File: src/rtl/blkrd_pkg.sv
// Package: shared state encoding and register offsets for the block-read DMA.
// Assumes a 3-bit word-offset register bus, 32 bits wide.
package blkrd_pkg;
    localparam int unsigned REG_W = 32;

    localparam logic [2:0] OFS_CMD  = 3'd0;
    localparam logic [2:0] OFS_LBN  = 3'd1;
    localparam logic [2:0] OFS_DEST = 3'd2;
    localparam logic [2:0] OFS_STAT = 3'd3;
    localparam logic [2:0] OFS_PHYS = 3'd4;

    localparam int unsigned ST_BUSY = 0;
    localparam int unsigned ST_DONE = 1;
    localparam int unsigned ST_ERR  = 2;

    typedef enum logic [1:0] {
        MV_IDLE = 2'd0,
        MV_REQ  = 2'd1,
        MV_XFER = 2'd2
    } mv_state_t;
endpackage

File: src/rtl/blkrd_xlate.sv
// Module: converts a logical block number into cylinder/surface/sector and
// holds the result from the start command until the next one.
// Assumes constant divisors (SPT, SURF >= 2) so division reduces to constants.
module blkrd_xlate #(
    parameter int LBN_W     = 16,
    parameter int SPT       = 5,
    parameter int SURF      = 3,
    parameter int SPARE_CYL = 2
) (
    input  logic                     clk,
    input  logic                     rst_n,
    input  logic                     load,
    input  logic [LBN_W-1:0]         lbn,
    output logic [$clog2(SPT)-1:0]   sect_q,
    output logic [$clog2(SURF)-1:0]  surf_q,
    output logic [LBN_W-1:0]         cyl_q
);
    localparam int SECT_W = $clog2(SPT);
    localparam int SURF_W = $clog2(SURF);
    localparam logic [LBN_W-1:0] SPT_V   = LBN_W'(SPT);
    localparam logic [LBN_W-1:0] SURF_V  = LBN_W'(SURF);
    localparam logic [LBN_W-1:0] SPARE_V = LBN_W'(SPARE_CYL);

    logic [LBN_W-1:0] track;
    logic [SECT_W-1:0] sect_d;
    logic [SURF_W-1:0] surf_d;
    logic [LBN_W-1:0]  cyl_d;

    // Purpose: split block number into track and sector, track into cylinder and surface.
    always_comb begin
        track  = lbn / SPT_V;
        sect_d = SECT_W'(lbn % SPT_V);
        surf_d = SURF_W'(track % SURF_V);
        cyl_d  = (track / SURF_V) + SPARE_V;
    end

    // Purpose: capture the physical position when a transfer is started.
    always_ff @(posedge clk) begin
        if (!rst_n) begin
            sect_q <= '0;
            surf_q <= '0;
            cyl_q  <= '0;
        end else if (load) begin
            sect_q <= sect_d;
            surf_q <= surf_d;
            cyl_q  <= cyl_d;
        end
    end
endmodule

File: src/rtl/blkrd_regs.sv
// Module: software-visible registers: block number, destination, command
// decode, status flags and interrupt. Assumes one access per cycle.
module blkrd_regs
    import blkrd_pkg::*;
#(
    parameter int LBN_W = 16,
    parameter int AW    = 32
) (
    input  logic             clk,
    input  logic             rst_n,
    input  logic             reg_wr,
    input  logic             reg_rd,
    input  logic [2:0]       reg_addr,
    input  logic [REG_W-1:0] reg_wdata,
    output logic [REG_W-1:0] reg_rdata,
    input  logic             busy,
    input  logic             fin,
    input  logic [REG_W-1:0] phys_word,
    output logic [LBN_W-1:0] lbn_q,
    output logic [AW-1:0]    dest_q,
    output logic             start,
    output logic             irq
);
    logic done_q, err_q;
    logic cmd_go, stat_wr, stat_rd;

    // Purpose: decode command and status accesses.
    always_comb begin
        cmd_go  = reg_wr && (reg_addr == OFS_CMD) && reg_wdata[0];
        stat_wr = reg_wr && (reg_addr == OFS_STAT);
        stat_rd = reg_rd && (reg_addr == OFS_STAT);
        start   = cmd_go && !busy;
    end

    // Purpose: hold block number and destination written by software.
    always_ff @(posedge clk) begin
        if (!rst_n) begin
            lbn_q  <= '0;
            dest_q <= '0;
        end else if (reg_wr) begin
            if (reg_addr == OFS_LBN)  lbn_q  <= reg_wdata[LBN_W-1:0];
            if (reg_addr == OFS_DEST) dest_q <= reg_wdata[AW-1:0];
        end
    end

    // Purpose: done flag, set on completion (priority) and cleared by read or write-1.
    always_ff @(posedge clk) begin
        if (!rst_n)                                   done_q <= 1'b0;
        else if (fin)                                 done_q <= 1'b1;
        else if (stat_rd || (stat_wr && reg_wdata[ST_DONE])) done_q <= 1'b0;
    end

    // Purpose: error flag, set by a command while busy, cleared by write-1.
    always_ff @(posedge clk) begin
        if (!rst_n)                                   err_q <= 1'b0;
        else if (cmd_go && busy)                      err_q <= 1'b1;
        else if (stat_wr && reg_wdata[ST_ERR])        err_q <= 1'b0;
    end

    assign irq = done_q;

    // Purpose: read data multiplexer.
    always_comb begin
        reg_rdata = '0;
        case (reg_addr)
            OFS_LBN:  reg_rdata = REG_W'(lbn_q);
            OFS_DEST: reg_rdata = REG_W'(dest_q);
            OFS_STAT: begin
                reg_rdata[ST_BUSY] = busy;
                reg_rdata[ST_DONE] = done_q;
                reg_rdata[ST_ERR]  = err_q;
            end
            OFS_PHYS: reg_rdata = phys_word;
            default:  reg_rdata = '0;
        endcase
    end
endmodule

File: src/rtl/blkrd_mover.sv
// Module: transfer sequencer. Issues one sector request, then forwards
// SECT_WORDS source words to memory at incrementing addresses.
// Assumes SECT_WORDS >= 2 and that the source delivers a full sector.
module blkrd_mover
    import blkrd_pkg::*;
#(
    parameter int AW         = 32,
    parameter int DW         = 32,
    parameter int SECT_WORDS = 8
) (
    input  logic          clk,
    input  logic          rst_n,
    input  logic          start,
    input  logic [AW-1:0] dest,
    input  logic          src_valid,
    input  logic [DW-1:0] src_data,
    output logic          src_ready,
    input  logic          mem_wr_ready,
    output logic          mem_wr_valid,
    output logic [AW-1:0] mem_wr_addr,
    output logic [DW-1:0] mem_wr_data,
    output logic          sec_req,
    output logic          busy,
    output logic          fin
);
    localparam int CNT_W = $clog2(SECT_WORDS);
    localparam logic [AW-1:0]    STEP = AW'(DW / 8);
    localparam logic [CNT_W-1:0] LAST = CNT_W'(SECT_WORDS - 1);

    mv_state_t        state;
    logic [CNT_W-1:0] cnt;
    logic [AW-1:0]    addr;
    logic             beat;

    // Purpose: handshake and status outputs derived from the state.
    always_comb begin
        beat         = (state == MV_XFER) && src_valid && mem_wr_ready;
        busy         = (state != MV_IDLE);
        sec_req      = (state == MV_REQ);
        src_ready    = (state == MV_XFER) && mem_wr_ready;
        mem_wr_valid = (state == MV_XFER) && src_valid;
        mem_wr_addr  = addr;
        mem_wr_data  = src_data;
        fin          = beat && (cnt == LAST);
    end

    // Purpose: sequence idle -> request -> transfer and step the address and word count.
    always_ff @(posedge clk) begin
        if (!rst_n) begin
            state <= MV_IDLE;
            cnt   <= '0;
            addr  <= '0;
        end else begin
            case (state)
                MV_IDLE: if (start) begin
                    state <= MV_REQ;
                    cnt   <= '0;
                    addr  <= dest;
                end
                MV_REQ: state <= MV_XFER;
                MV_XFER: if (beat) begin
                    addr <= addr + STEP;
                    cnt  <= cnt + 1'b1;
                    if (cnt == LAST) state <= MV_IDLE;
                end
                default: state <= MV_IDLE;
            endcase
        end
    end
endmodule

File: src/rtl/blkrd_dma.sv
// Module: top of the block-read DMA controller. Wires registers, translator
// and mover; packs the physical position for software readback.
module blkrd_dma #(
    parameter int LBN_W      = 16,
    parameter int AW         = 32,
    parameter int DW         = 32,
    parameter int SPT        = 5,
    parameter int SURF       = 3,
    parameter int SPARE_CYL  = 2,
    parameter int SECT_WORDS = 8
) (
    input  logic                    clk,
    input  logic                    rst_n,
    input  logic                    reg_wr,
    input  logic                    reg_rd,
    input  logic [2:0]              reg_addr,
    input  logic [31:0]             reg_wdata,
    output logic [31:0]             reg_rdata,
    output logic                    irq,
    output logic                    sec_req,
    output logic [LBN_W-1:0]        sec_cyl,
    output logic [$clog2(SURF)-1:0] sec_head,
    output logic [$clog2(SPT)-1:0]  sec_sect,
    input  logic                    src_valid,
    output logic                    src_ready,
    input  logic [DW-1:0]           src_data,
    output logic                    mem_wr_valid,
    input  logic                    mem_wr_ready,
    output logic [AW-1:0]           mem_wr_addr,
    output logic [DW-1:0]           mem_wr_data
);
    logic             busy, fin, start;
    logic [LBN_W-1:0] lbn_q;
    logic [AW-1:0]    dest_q;
    logic [31:0]      phys_word;

    // Purpose: pack cylinder, surface and sector into the readback word.
    assign phys_word = {16'(sec_cyl), 8'(sec_head), 8'(sec_sect)};

    blkrd_regs #(.LBN_W(LBN_W), .AW(AW)) u_regs (
        .clk(clk), .rst_n(rst_n), .reg_wr(reg_wr), .reg_rd(reg_rd),
        .reg_addr(reg_addr), .reg_wdata(reg_wdata), .reg_rdata(reg_rdata),
        .busy(busy), .fin(fin), .phys_word(phys_word),
        .lbn_q(lbn_q), .dest_q(dest_q), .start(start), .irq(irq)
    );

    blkrd_xlate #(.LBN_W(LBN_W), .SPT(SPT), .SURF(SURF), .SPARE_CYL(SPARE_CYL)) u_xlate (
        .clk(clk), .rst_n(rst_n), .load(start), .lbn(lbn_q),
        .sect_q(sec_sect), .surf_q(sec_head), .cyl_q(sec_cyl)
    );

    blkrd_mover #(.AW(AW), .DW(DW), .SECT_WORDS(SECT_WORDS)) u_mover (
        .clk(clk), .rst_n(rst_n), .start(start), .dest(dest_q),
        .src_valid(src_valid), .src_data(src_data), .src_ready(src_ready),
        .mem_wr_ready(mem_wr_ready), .mem_wr_valid(mem_wr_valid),
        .mem_wr_addr(mem_wr_addr), .mem_wr_data(mem_wr_data),
        .sec_req(sec_req), .busy(busy), .fin(fin)
    );
endmodule

File: config.mk
export PLATFORM = sky130hd
export DESIGN_NAME = blkrd_dma
export DESIGN_NICKNAME = d
export VERILOG_FILES = /design/src/rtl/blkrd_pkg.sv /design/src/rtl/blkrd_xlate.sv /design/src/rtl/blkrd_regs.sv /design/src/rtl/blkrd_mover.sv /design/src/rtl/blkrd_dma.sv
export SDC_FILE = /design/constraint.sdc
export NUM_CORES = 1
export LEC_CHECK = 0
export BUFFER_PORTS_ARGS = -buffer_cell sky130_fd_sc_hd__buf_2
export CAP_MARGIN = 30
export CORE_ASPECT_RATIO = 1.75
export CORE_MARGIN = 10
export CORE_UTILIZATION = 57
export CTS_BUF_LIST = sky130_fd_sc_hd__clkbuf_4
export DETAILED_ROUTE_END_ITERATION = 8
export PLACE_DENSITY = 0.88
export SLEW_MARGIN = 20
export SYNTH_ARGS = -nofsm -noshare
export SYNTH_HDL_FRONTEND = slang
export SYNTH_SLANG_ARGS = --single-unit
File: constraint.sdc
create_clock -name clk -period 9.62 [get_ports clk]
set_clock_uncertainty 0.1 [all_clocks]
set_input_delay 0.962 -clock clk [delete_from_list [all_inputs] [get_ports clk]]
set_output_delay 0.962 -clock clk [all_outputs]
set_load 0.03 [all_outputs]
* Word level (Yosys, flattened, before mapping)
Index checks and enable logic that the tools add are counted.
** Word-level totals
- Flip-flop bits (word level) :: 108
- Bits of input ports :: 73
- Output and inout bits :: 121
- Word-level logic and storage cells :: 67
** Cells by class
- Add/subtract/negate cells :: 3
- Div/mod/pow operators :: 4
- Eq/ne operators :: 10
- Muxes and demuxes :: 16
- Reductions and logical operators :: 24
** Operators with widths (number)
- case mux 29 bit (3 select lines) :: 1
- two-way mux 32 bit :: 2
- case mux 32 bit (2 select lines) :: 1
- adder 32 x 3 -> 32 bit, second input constant :: 1
- adder 16 x 2 -> 16 bit, second input constant :: 1
- divider 16 x 2 -> 16 bit, second input constant :: 1
- divider 16 x 3 -> 16 bit, second input constant :: 1
- modulo 16 x 2 -> 16 bit, second input constant :: 1
- modulo 16 x 3 -> 16 bit, second input constant :: 1
- logical AND 1 bit :: 12
- case mux 3 bit (4 select lines) :: 1
- nonzero test 2 bit :: 4
- == test 3 x 2 -> 1 bit, second input constant :: 2
- == test 3 bit, second input constant :: 2
- two-way mux 2 bit :: 3
- two-way mux 3 bit :: 2
- case mux 2 bit (3 select lines) :: 1
- case mux 3 bit (2 select lines) :: 1
- AND reduction 3 bit :: 2
- two-way mux 1 bit :: 4
- inequality test 2 bit, second input constant :: 2
- AND reduction 2 bit :: 2
- adder 3 x 1 -> 3 bit, second input constant :: 1
- == test 3 x 1 -> 1 bit, second input constant :: 1
- 7 further kinds :: 7

* Longest topological paths before layout
Gate-level depths: netlist (run 1).
- Depth after elaboration :: 6
- Gate-level depth with buffers :: 36
- Gate-level depth less buffers :: 32

* Cells and area by module
Synthesis (run 1) repeated with hierarchy kept, for this count alone.
** Unflattened totals
- Cell total of the unflattened synthesis :: 1251
- Area, all modules :: 9525.4 sq um
** Modules (own cells, without submodules)
- blkrd_xlate :: times used 1, cells an instance 608, area an instance 4349.2 sq um, sequential area each 380.4 sq um
- blkrd_regs :: times used 1, cells an instance 327, area an instance 2616.3 sq um, sequential area each 1001.0 sq um
- blkrd_mover :: times used 1, cells an instance 315, area an instance 2556.2 sq um, sequential area each 740.7 sq um
- blkrd_dma :: times used 1, cells an instance 1, area an instance 3.8 sq um, sequential area each 0.0 sq um

* Worst setup path before layout (run 1)
OpenSTA, ideal clock, no wires.
- Kind :: flip-flop to flip-flop
- Start :: register u_regs.lbn_q[14]
- End :: register u_xlate.cyl_q[9]
- Library setup time :: 0.070 ns
- Arrival time :: 6.859 ns
- Required time :: 9.450 ns
- Setup slack :: 2.591 ns
- Cell stages (with the launch flop) :: 33
- Path buffers :: 2
- Period minus slack after synthesis :: 7.029 ns
- Cell sequence :: dfxtp_1 > buf_4 > and2b_1 > xnor2_1 > a221o_1 > o221a_1 > buf_6 > a41o_1 > or3_4 > nor2_2 > or4_1 > a32oi_2 > or4_1 > a21boi_2 > o21bai_1 > a21oi_1 > nor2_1 > nor2_1 > ha_1 > a21o_1 > maj3_1 > a21oi_1 > inv_1 > ha_1 > o41a_1 > a311oi_4 > inv_1 > ha_1 > and2_1 > nand3_1 > xnor2_1 > nand2_1 > a21oi_1
** Between the ends
- Word-level cells in the longest chain between the ends :: 3
** Ends and longest elaborated chain
- from (decl) :: line blkrd_regs.sv:19 : output logic [LBN_W-1:0] lbn_q,
- from (signal assigned) :: line blkrd_regs.sv:41 : if (reg_addr == OFS_LBN) lbn_q <= reg_wdata[LBN_W-1:0];
- divider 16 x 3 -> 16 bit :: line blkrd_xlate.sv:31 : track = lbn / SPT_V;
- divider 16 x 2 -> 16 bit :: line blkrd_xlate.sv:34 : cyl_d = (track / SURF_V) + SPARE_V;
- adder 16 x 2 -> 16 bit :: line blkrd_xlate.sv:34
- to (signal assigned) :: line blkrd_xlate.sv:46 : cyl_q <= cyl_d;
- to (decl) :: line blkrd_xlate.sv:16 : output logic [LBN_W-1:0] cyl_q
No other way between the ends.
A chain may end at the register's enable or synchronous reset.

* Worst setup path in the final report (run 1)
- Start :: register u_regs.lbn_q[11]
- End :: register u_xlate.cyl_q[9]
Same word-level chain as after synthesis.

==> impl_summary.log, run 1 <==
[metrics] run status: complete, no violations
[metrics] H-Tree Level Count: 3
[metrics] count of hold-fix buffers inserted at cts: 0
[metrics] top-level port count: a little under 200
[metrics] GPL Wtd Cong: between 0.9 and 1
[metrics] Setup Fix Bufs, Post-CTS: 0
[metrics] number of failing setup endpoints in the final timing report: 0
[metrics] peak supply drop: 89.92 uV
[metrics] area of the core region: 0.01476 mm^2
[metrics] ys async rst share: 0%
[metrics] final clock period utilization by the worst path: around nine tenths
[metrics] chip width: roughly 110 um
[metrics] number of different library cells in the post-synthesis netlist: 100
[metrics] portion of the post-synthesis area used by sequential elements: 25.02%
[metrics] Clk Tree Root Cell: clkbuf_4
[metrics] port buffer count: 127
[metrics] combined area of all synthesized cells: 0.008482 mm^2
[metrics] synthesized flop and latch total: roughly 110
[metrics] Relative slew margins: a little under two fifths
[metrics] worst min-delay path class: reg2reg
[metrics] cells resized by post-CTS repair: 0
[metrics] total clock buffers created by CTS: 9
[metrics] launching element type of the critical path: flop
[metrics] shortest period the worst path allows: roughly 8.6 ns
[metrics] Overall Global Routing Usage: about a quarter
[metrics] data required time of the critical path: slightly below 10 ns
[metrics] worst min-delay path startpoint: u_regs.dest_q[30]$_SDFFE_PN0P_
[metrics] highest attainable clock frequency: about 0.12 GHz
[metrics] detailed-route via count: between 9000 and 10000
[metrics] proportion of synthesized area in mux cells: 1.726%
[metrics] buffers from clock root to sink, at most: 2
[metrics] area share of xor/xnor cells in the synthesized design: roughly 2.2%
[metrics] most used cells in the layout excluding fill and tap cells: 210 x nand2_1, 130 x a21oi_1, 129 x nor2_1, 127 x buf_2, 106 x dfxtp_1
[metrics] DRT iter0 DRCs: between 900 and 1000
[metrics] share of synthesized cell area in and, or, nand and nor gates: roughly 28%
[metrics] CTS tree: done
[metrics] routed wire length per instance: 19.02 um
[metrics] cells after synthesis: approximately 1200
[metrics] WHS Path Cells: 2
[metrics] transition at the pin with the smallest max-transition slack: slightly above 0.9 ns
[metrics] count of final max-slew check failures: 0
[metrics] initial antenna violation count: 1
[metrics] number of placement rows: 59
[metrics] Max-Cap Viols: 0
[metrics] type of the worst setup path: reg2reg
[metrics] number of synthesized flops with an enable pin: 0
[metrics] worst-case reg-to-reg path depth: 30
[metrics] master of the slowest instance on the critical path: dfxtp_1
[metrics] Setup crit end kind: flop
[metrics] Fill cells: approximately 1400
[metrics] post-synthesis compound-gate area fraction: 32.69%
[metrics] remaining design rule violation count: 0
[metrics] Fin Setup TNS: 0 ns
[metrics] die height: approximately 180 um
[metrics] Reg-to-Reg Start: u_regs.lbn_q[11]$_SDFFE_PN0P_
[metrics] Post-Synth Adder-Cell Area: approximately 2.5%
[metrics] Critical Path Max Stage Delay: roughly 0.86 ns
[metrics] Post-DRT Antenna Nets: 0
[metrics] commonest non-fill, non-tap cell in the layout: nand2_1
[metrics] most common flop cell mapped by yosys: dfxtp_1
[metrics] power after layout: 0.001204 W
[metrics] CTS Sinks: between 100 and 150
[metrics] dominant combinational cell family by area after synthesis: compound AO/OA/AOI/OAI gates
[metrics] count of synthesis-stage warnings from yosys: 0
[metrics] Total Nets Final: ~1300
[metrics] half-perimeter wire length after placement: 20550 um
[metrics] reg-to-reg endpoint: u_xlate.cyl_q[9]$_SDFFE_PN0P_
[metrics] RSZ-0062 raised after global routing: false
[metrics] wire length of the first global-routing pass: roughly 44000 um
[metrics] source-to-sink clock delay at the later pin of the worst-skew pair: ~0.46 ns
[metrics] reg-to-reg setup timing slack: roughly 1 ns
[metrics] number of endpoints with negative hold slack in the final report: 0
[metrics] Layout Area Growth over Synthesis: 5.960%
[metrics] detail-routed via count per cell: between 6 and 7
[metrics] post-synthesis average cell area: about 7 um^2
[metrics] pin count of the biggest net entering global routing: 77
[metrics] clock transition time at the flip-flop clock pins of the worst setup and hold paths: 0.16 ns
[metrics] Total Routed Length: about 27000 um
[metrics] largest fanout on the critical path: 25
[metrics] floorplan die area: ~0.02 mm^2
[metrics] initial cell density of the core: between 50% and 60%
[metrics] via count of the first global-routing pass: roughly 9000
[metrics] share of layout cells above drive strength 1: 15.67%
[metrics] worst-case hold path end point: u_regs.dest_q[30]$_SDFFE_PN0P_
[metrics] static leakage: 3.515 nW
[metrics] residual overflow from global routing: 0
[metrics] number of detailed-routing iterations run before antenna repair: 7
[metrics] Worst EP arrival: 8.92 ns
[metrics] pwr/cell area: 133.9 mW/mm^2
==> critical path: cells and delay by family, from the launching register on <==
family | cells | cell delay [ns]
compound gates | 10 | 2.81
simple gates | 10 | 2.33
flops | 1 | 0.86
fa+ha+maj | 3 | 0.74
mux | 1 | 0.66
xor+xnor | 3 | 0.63
buf+inv | 3 | 0.39
==> Yosys cell counts (14+ instances only) <==
cell | instances | area share, %
nand2_1 | 211 | 9.3
a21oi_1 | 131 | 7.7
nor2_1 | 129 | 5.7
dfxtp_1 | 106 | 25
clkbuf_1 | 65 | 2.9
o21ai_0 | 63 | 3.7
buf_4 | 38 | 3.4
nand3_1 | 36 | 2.1
a22o_1 | 26 | 2.7
a22oi_1 | 26 | 2.3
nor3_1 | 24 | 1.4
and3_1 | 20 | 1.5
inv_1 | 17 | 0.75
xnor2_1 | 17 | 1.8
o211ai_1 | 15 | 1.3
a211oi_1 | 14 | 1.2
==> area by class of cell <==
class / count / area [um^2] / area share, %
Timing Repair Buffer: 142 / 763.2 / 8.492
Tap cell: 183 / 229.0 / 2.548
Clock inverter: 4 / 30.03 / 0.3341
Inverter: 21 / 78.83 / 0.8771
Clock buffer: 11 / 82.58 / 0.9188
Sequential cell: 106 / 2122 / 23.61
Multi-Input combinational cell: 967 / 5679 / 63.19
Antenna cell: 1 / 2.502 / 0.02784
==> sequential cells by signal (all words and copies together) (netlist names) <==
signal,count
u_mover.state,2
u_regs.lbn_q,16
u_xlate.sect_q,3
u_regs.err_q,1
u_mover.mem_wr_addr,32
u_mover.cnt,3
u_xlate.surf_q,2
u_xlate.cyl_q,14
u_regs.dest_q,32
u_regs.irq,1
==> kinds of logic after synthesis <==
group           count (synthesis)
simple gates                  509
mux                            13
compound gates                404
buf+inv                       143
other cells                     1
flops                         106
fa+ha+maj                      18
xor+xnor                       21
==> through the flow <==
stage          hold slack (ns)  instances  util [%]  worst slack [ns]  area, um^2
2_1_floorplan           0.3356       1216         -             2.591        8486
3_5_place_dp            0.3619       1417     59.89             1.133        8842
6_report                0.3803       1435     60.87             1.001        8987
5_1_grt                 0.3948       1435     60.87            0.3666        8987
3_3_place_gp            0.3422       1416     59.82             1.434        8832
4_1_cts                 0.3815       1432     60.65             1.057        8955
==> power by group <==
group | internal [W] | switching, W | total, W
logic | 0.000202 | 0.000339 | 0.000542
clock network | 0.0000584 | 0.000145 | 0.000203
registers | 0.000447 | 0.0000121 | 0.000459
total | 0.000707 | 0.000496 | 0.00120
==> layer usage <==
| layer | global-route usage, % | routed length (um) | up-vias |
|---|---|---|---|
| li1 | - | - | 4445 |
| met1 | 26.37 | 9613 | 4419 |
| met2 | 43.43 | 13740 | 512 |
| met3 | 4.158 | 2037 | 129 |
| met4 | 18.71 | 1898 | 0 |
| met5 | 0 | 0 | - |
==> how the worst max path moves through the flow <==
stage                                  startpoint                            end  slack [ns]  depth (start not counted)
floorplan           u_regs.lbn_q[14]$_SDFFE_PN0P_  u_xlate.cyl_q[9]$_SDFFE_PN0P_        2.59                         32
global placement    u_regs.lbn_q[15]$_SDFFE_PN0P_  u_xlate.cyl_q[9]$_SDFFE_PN0P_        1.43                         30
CTS                 u_regs.lbn_q[15]$_SDFFE_PN0P_  u_xlate.cyl_q[9]$_SDFFE_PN0P_        1.06                         30
detailed placement  u_regs.lbn_q[15]$_SDFFE_PN0P_  u_xlate.cyl_q[9]$_SDFFE_PN0P_        1.13                         30
finish              u_regs.lbn_q[11]$_SDFFE_PN0P_  u_xlate.cyl_q[9]$_SDFFE_PN0P_        1.00                         30
global route        u_regs.lbn_q[12]$_SDFFE_PN0P_  u_xlate.cyl_q[9]$_SDFFE_PN0P_        0.37                         29
Note: power is estimated with default switching activity, not from simulation.
==> inputs of run 2 (changes only) <==
--- a/config.mk
+++ b/config.mk
@@ -12,7 +12,7 @@
 export CORE_UTILIZATION = 57
 export CTS_BUF_LIST = sky130_fd_sc_hd__clkbuf_4
 export DETAILED_ROUTE_END_ITERATION = 8
-export PLACE_DENSITY = 0.88
+export PLACE_DENSITY = 0.9
 export SLEW_MARGIN = 20
 export SYNTH_ARGS = -nofsm -noshare
 export SYNTH_HDL_FRONTEND = slang
==> impl_summary.log, run 2 (same netlist as run 1, synthesis figures left out) <==
[metrics] run status: complete, no violations
[metrics] port buffer count: 127 (unchanged)
[metrics] worst min-delay path startpoint: u_regs.dest_q[1]$_SDFFE_PN0P_
[metrics] share of layout cells above drive strength 1: 15.44% (-0.23 points)
[metrics] detail-routed via count per cell: 6.672 (+0.72%)
[metrics] static leakage: 3.500 nW (-0.43%)
[metrics] largest fanout on the critical path: 23 (-8.0%)
[metrics] Worst EP arrival: 8.85 ns (-0.07 ns)
[metrics] buffers from clock root to sink, at most: 2 (unchanged)
[metrics] highest attainable clock frequency: 0.1165 GHz (+0.44%)
[metrics] source-to-sink clock delay at the later pin of the worst-skew pair: 0.47 ns (about the same)
[metrics] commonest non-fill, non-tap cell in the layout: nand2_1
[metrics] Layout Area Growth over Synthesis: 5.783%
[metrics] Overall Global Routing Usage: 25.81% (+0.75 points)
[metrics] launching element type of the critical path: flop
[metrics] H-Tree Level Count: 3 (unchanged)
[metrics] power after layout: 0.001210 W (+0.55%)
[metrics] Total Nets Final: 1329 (-0.15%)
[metrics] number of detailed-routing iterations run before antenna repair: 8 (+1)
[metrics] most used cells in the layout excluding fill and tap cells: 210 x nand2_1, 130 x a21oi_1, 129 x nor2_1, 127 x buf_2, 106 x dfxtp_1
[metrics] worst path bufs/invs: 0 (-3)
[metrics] core utilization of the finished layout: 60.77% (-0.10 points)
[metrics] Clk Tree Root Cell: clkbuf_4
[metrics] half-perimeter wire length after placement: 21280 um (+3.5%)
[metrics] cells resized by post-CTS repair: 0 (unchanged)
[metrics] Critical Path Max Stage Delay: 0.81 ns (-0.05 ns)
[metrics] worst min-delay path class: reg2reg
[metrics] RSZ-0062 raised after global routing: false
[metrics] Setup crit end kind: flop
[metrics] CTS Sinks: 106 (unchanged)
[metrics] type of the worst setup path: reg2reg
[metrics] via count of the first global-routing pass: 9034 (+2.7%)
[metrics] residual overflow from global routing: 0 (unchanged)
[metrics] number of endpoints with negative hold slack in the final report: 0 (unchanged)
[metrics] initial antenna violation count: 1 (unchanged)
[metrics] count of hold-fix buffers inserted at cts: 0 (unchanged)
[metrics] Reg-to-Reg Start: u_regs.lbn_q[12]$_SDFFE_PN0P_
[metrics] die height: 181.4 um (unchanged)
[metrics] peak supply drop: 100.2 uV (+11%)
[metrics] top-level port count: 194 (unchanged)
[metrics] Setup Fix Bufs, Post-CTS: 0 (unchanged)
[metrics] total clock buffers created by CTS: 9 (unchanged)
[metrics] DRT iter0 DRCs: 1094 (+10%)
[metrics] wire length of the first global-routing pass: 45010 um (+2.9%)
[metrics] critical path launch point: u_regs.lbn_q[12]$_SDFFE_PN0P_
[metrics] CTS tree: done
[metrics] pin count of the biggest net entering global routing: 77 (unchanged)
[metrics] shortest period the worst path allows: 8.581 ns (-0.03791 ns)
[metrics] count of final max-slew check failures: 0 (unchanged)
[metrics] number of failing setup endpoints in the final timing report: 0 (unchanged)
[metrics] Top cell by count, worst path: ha_1
[metrics] floorplan die area: 0.02035 mm^2 (unchanged)
[metrics] final clock period utilization by the worst path: 89.20% (-0.39 points)
[metrics] clock transition time at the flip-flop clock pins of the worst setup and hold paths: 0.17 ns (about the same)
[metrics] chip width: 112.2 um (unchanged)
[metrics] Fin Setup TNS: 0 ns (unchanged)
[metrics] cell family contributing the most delay on the critical path: compound AO/OA/AOI/OAI gates
[metrics] Relative slew margins: 39.97% (+2.3 points)
[metrics] final hold slack: 0.3648 ns (-0.01552 ns)
[metrics] pwr/cell area: 134.9 mW/mm^2 (+0.72%)
[metrics] Total Routed Length: 28080 um (+2.9%)
[metrics] area of the core region: 0.01476 mm^2 (unchanged)
[metrics] Max-Cap Viols: 0 (unchanged)
[metrics] detailed-route via count: 9567 (+0.65%)
[metrics] transition at the pin with the smallest max-transition slack: 0.8755 ns (-0.05505 ns)
[metrics] routed wire length per instance: 19.58 um (+3.0%)
[metrics] data required time of the critical path: 9.89 ns (-0.03 ns)
[metrics] number of placement rows: 59 (unchanged)
[metrics] Post-DRT Antenna Nets: 0 (unchanged)
[metrics] master of the slowest instance on the critical path: dfxtp_1
[metrics] remaining design rule violation count: 0 (unchanged)
[metrics] GPL Wtd Cong: 0.9950 (+0.55%)
[metrics] initial cell density of the core: 57.45% (unchanged)
[run 2: power by group]
group          leakage, nW  switching (W)  total, W  internal [W]
logic                 2.59       0.000346  0.000548      0.000202
clock network       0.0574       0.000150  0.000202     0.0000525
registers            0.856      0.0000128  0.000460      0.000447
total                 3.50       0.000509   0.00121      0.000701
[run 2: stage by stage]
stage | setup slack (ns) | cells | instance area, um^2
global route | 0.3756 | 1434 | 8972
global placement | 1.336 | 1414 | 8817
floorplan | 2.591 | 1216 | 8486
finish | 1.039 | 1434 | 8972
CTS | 1.062 | 1431 | 8940
detailed placement | 1.069 | 1415 | 8827
[run 2: area by class of cell]
type                            count  area (um^2)
Inverter                           21        78.83
Timing Repair Buffer              140        748.2
Multi-Input combinational cell    967         5679
Antenna cell                        1        2.502
Tap cell                          183        229.0
Clock buffer                        9        67.56
Clock inverter                      7        45.04
Sequential cell                   106         2122
Fill cell                        1398         5792
[run 2: path summary, 6_finish.rpt]
check / to / slack [ns] / cells past startpoint
setup reg to reg: u_xlate.surf_q[0]$_SDFFE_PN0P_ / 1.04 / 29
hold reg to reg: u_mover.mem_wr_addr[1]$_SDFFE_PN0P_ / 0.36 / 2
setup / recovery: u_xlate.surf_q[0]$_SDFFE_PN0P_ / 1.04 / 29
hold / removal: u_mover.mem_wr_addr[1]$_SDFFE_PN0P_ / 0.36 / 2
[run 2: worst reg2reg max path, delay by kind of cell (launching register included)]
kind,cells,cell delay [ns]
and+or+nand+nor,7,1.96
AOI/OAI and AO/OA,15,3.89
adders and majority gates,4,0.99
muxes,1,0.37
DFF,1,0.81
xor gates and xnor gates,2,0.35
[run 2: per-layer routing]
layer	up-vias	global-route usage [%]	part of all wire [%]
li1	4444	-	-
met1	4442	26.48	35
met2	550	46.24	51
met3	131	4.323	7.8
met4	0	17.64	6.6
met5	-	0	0
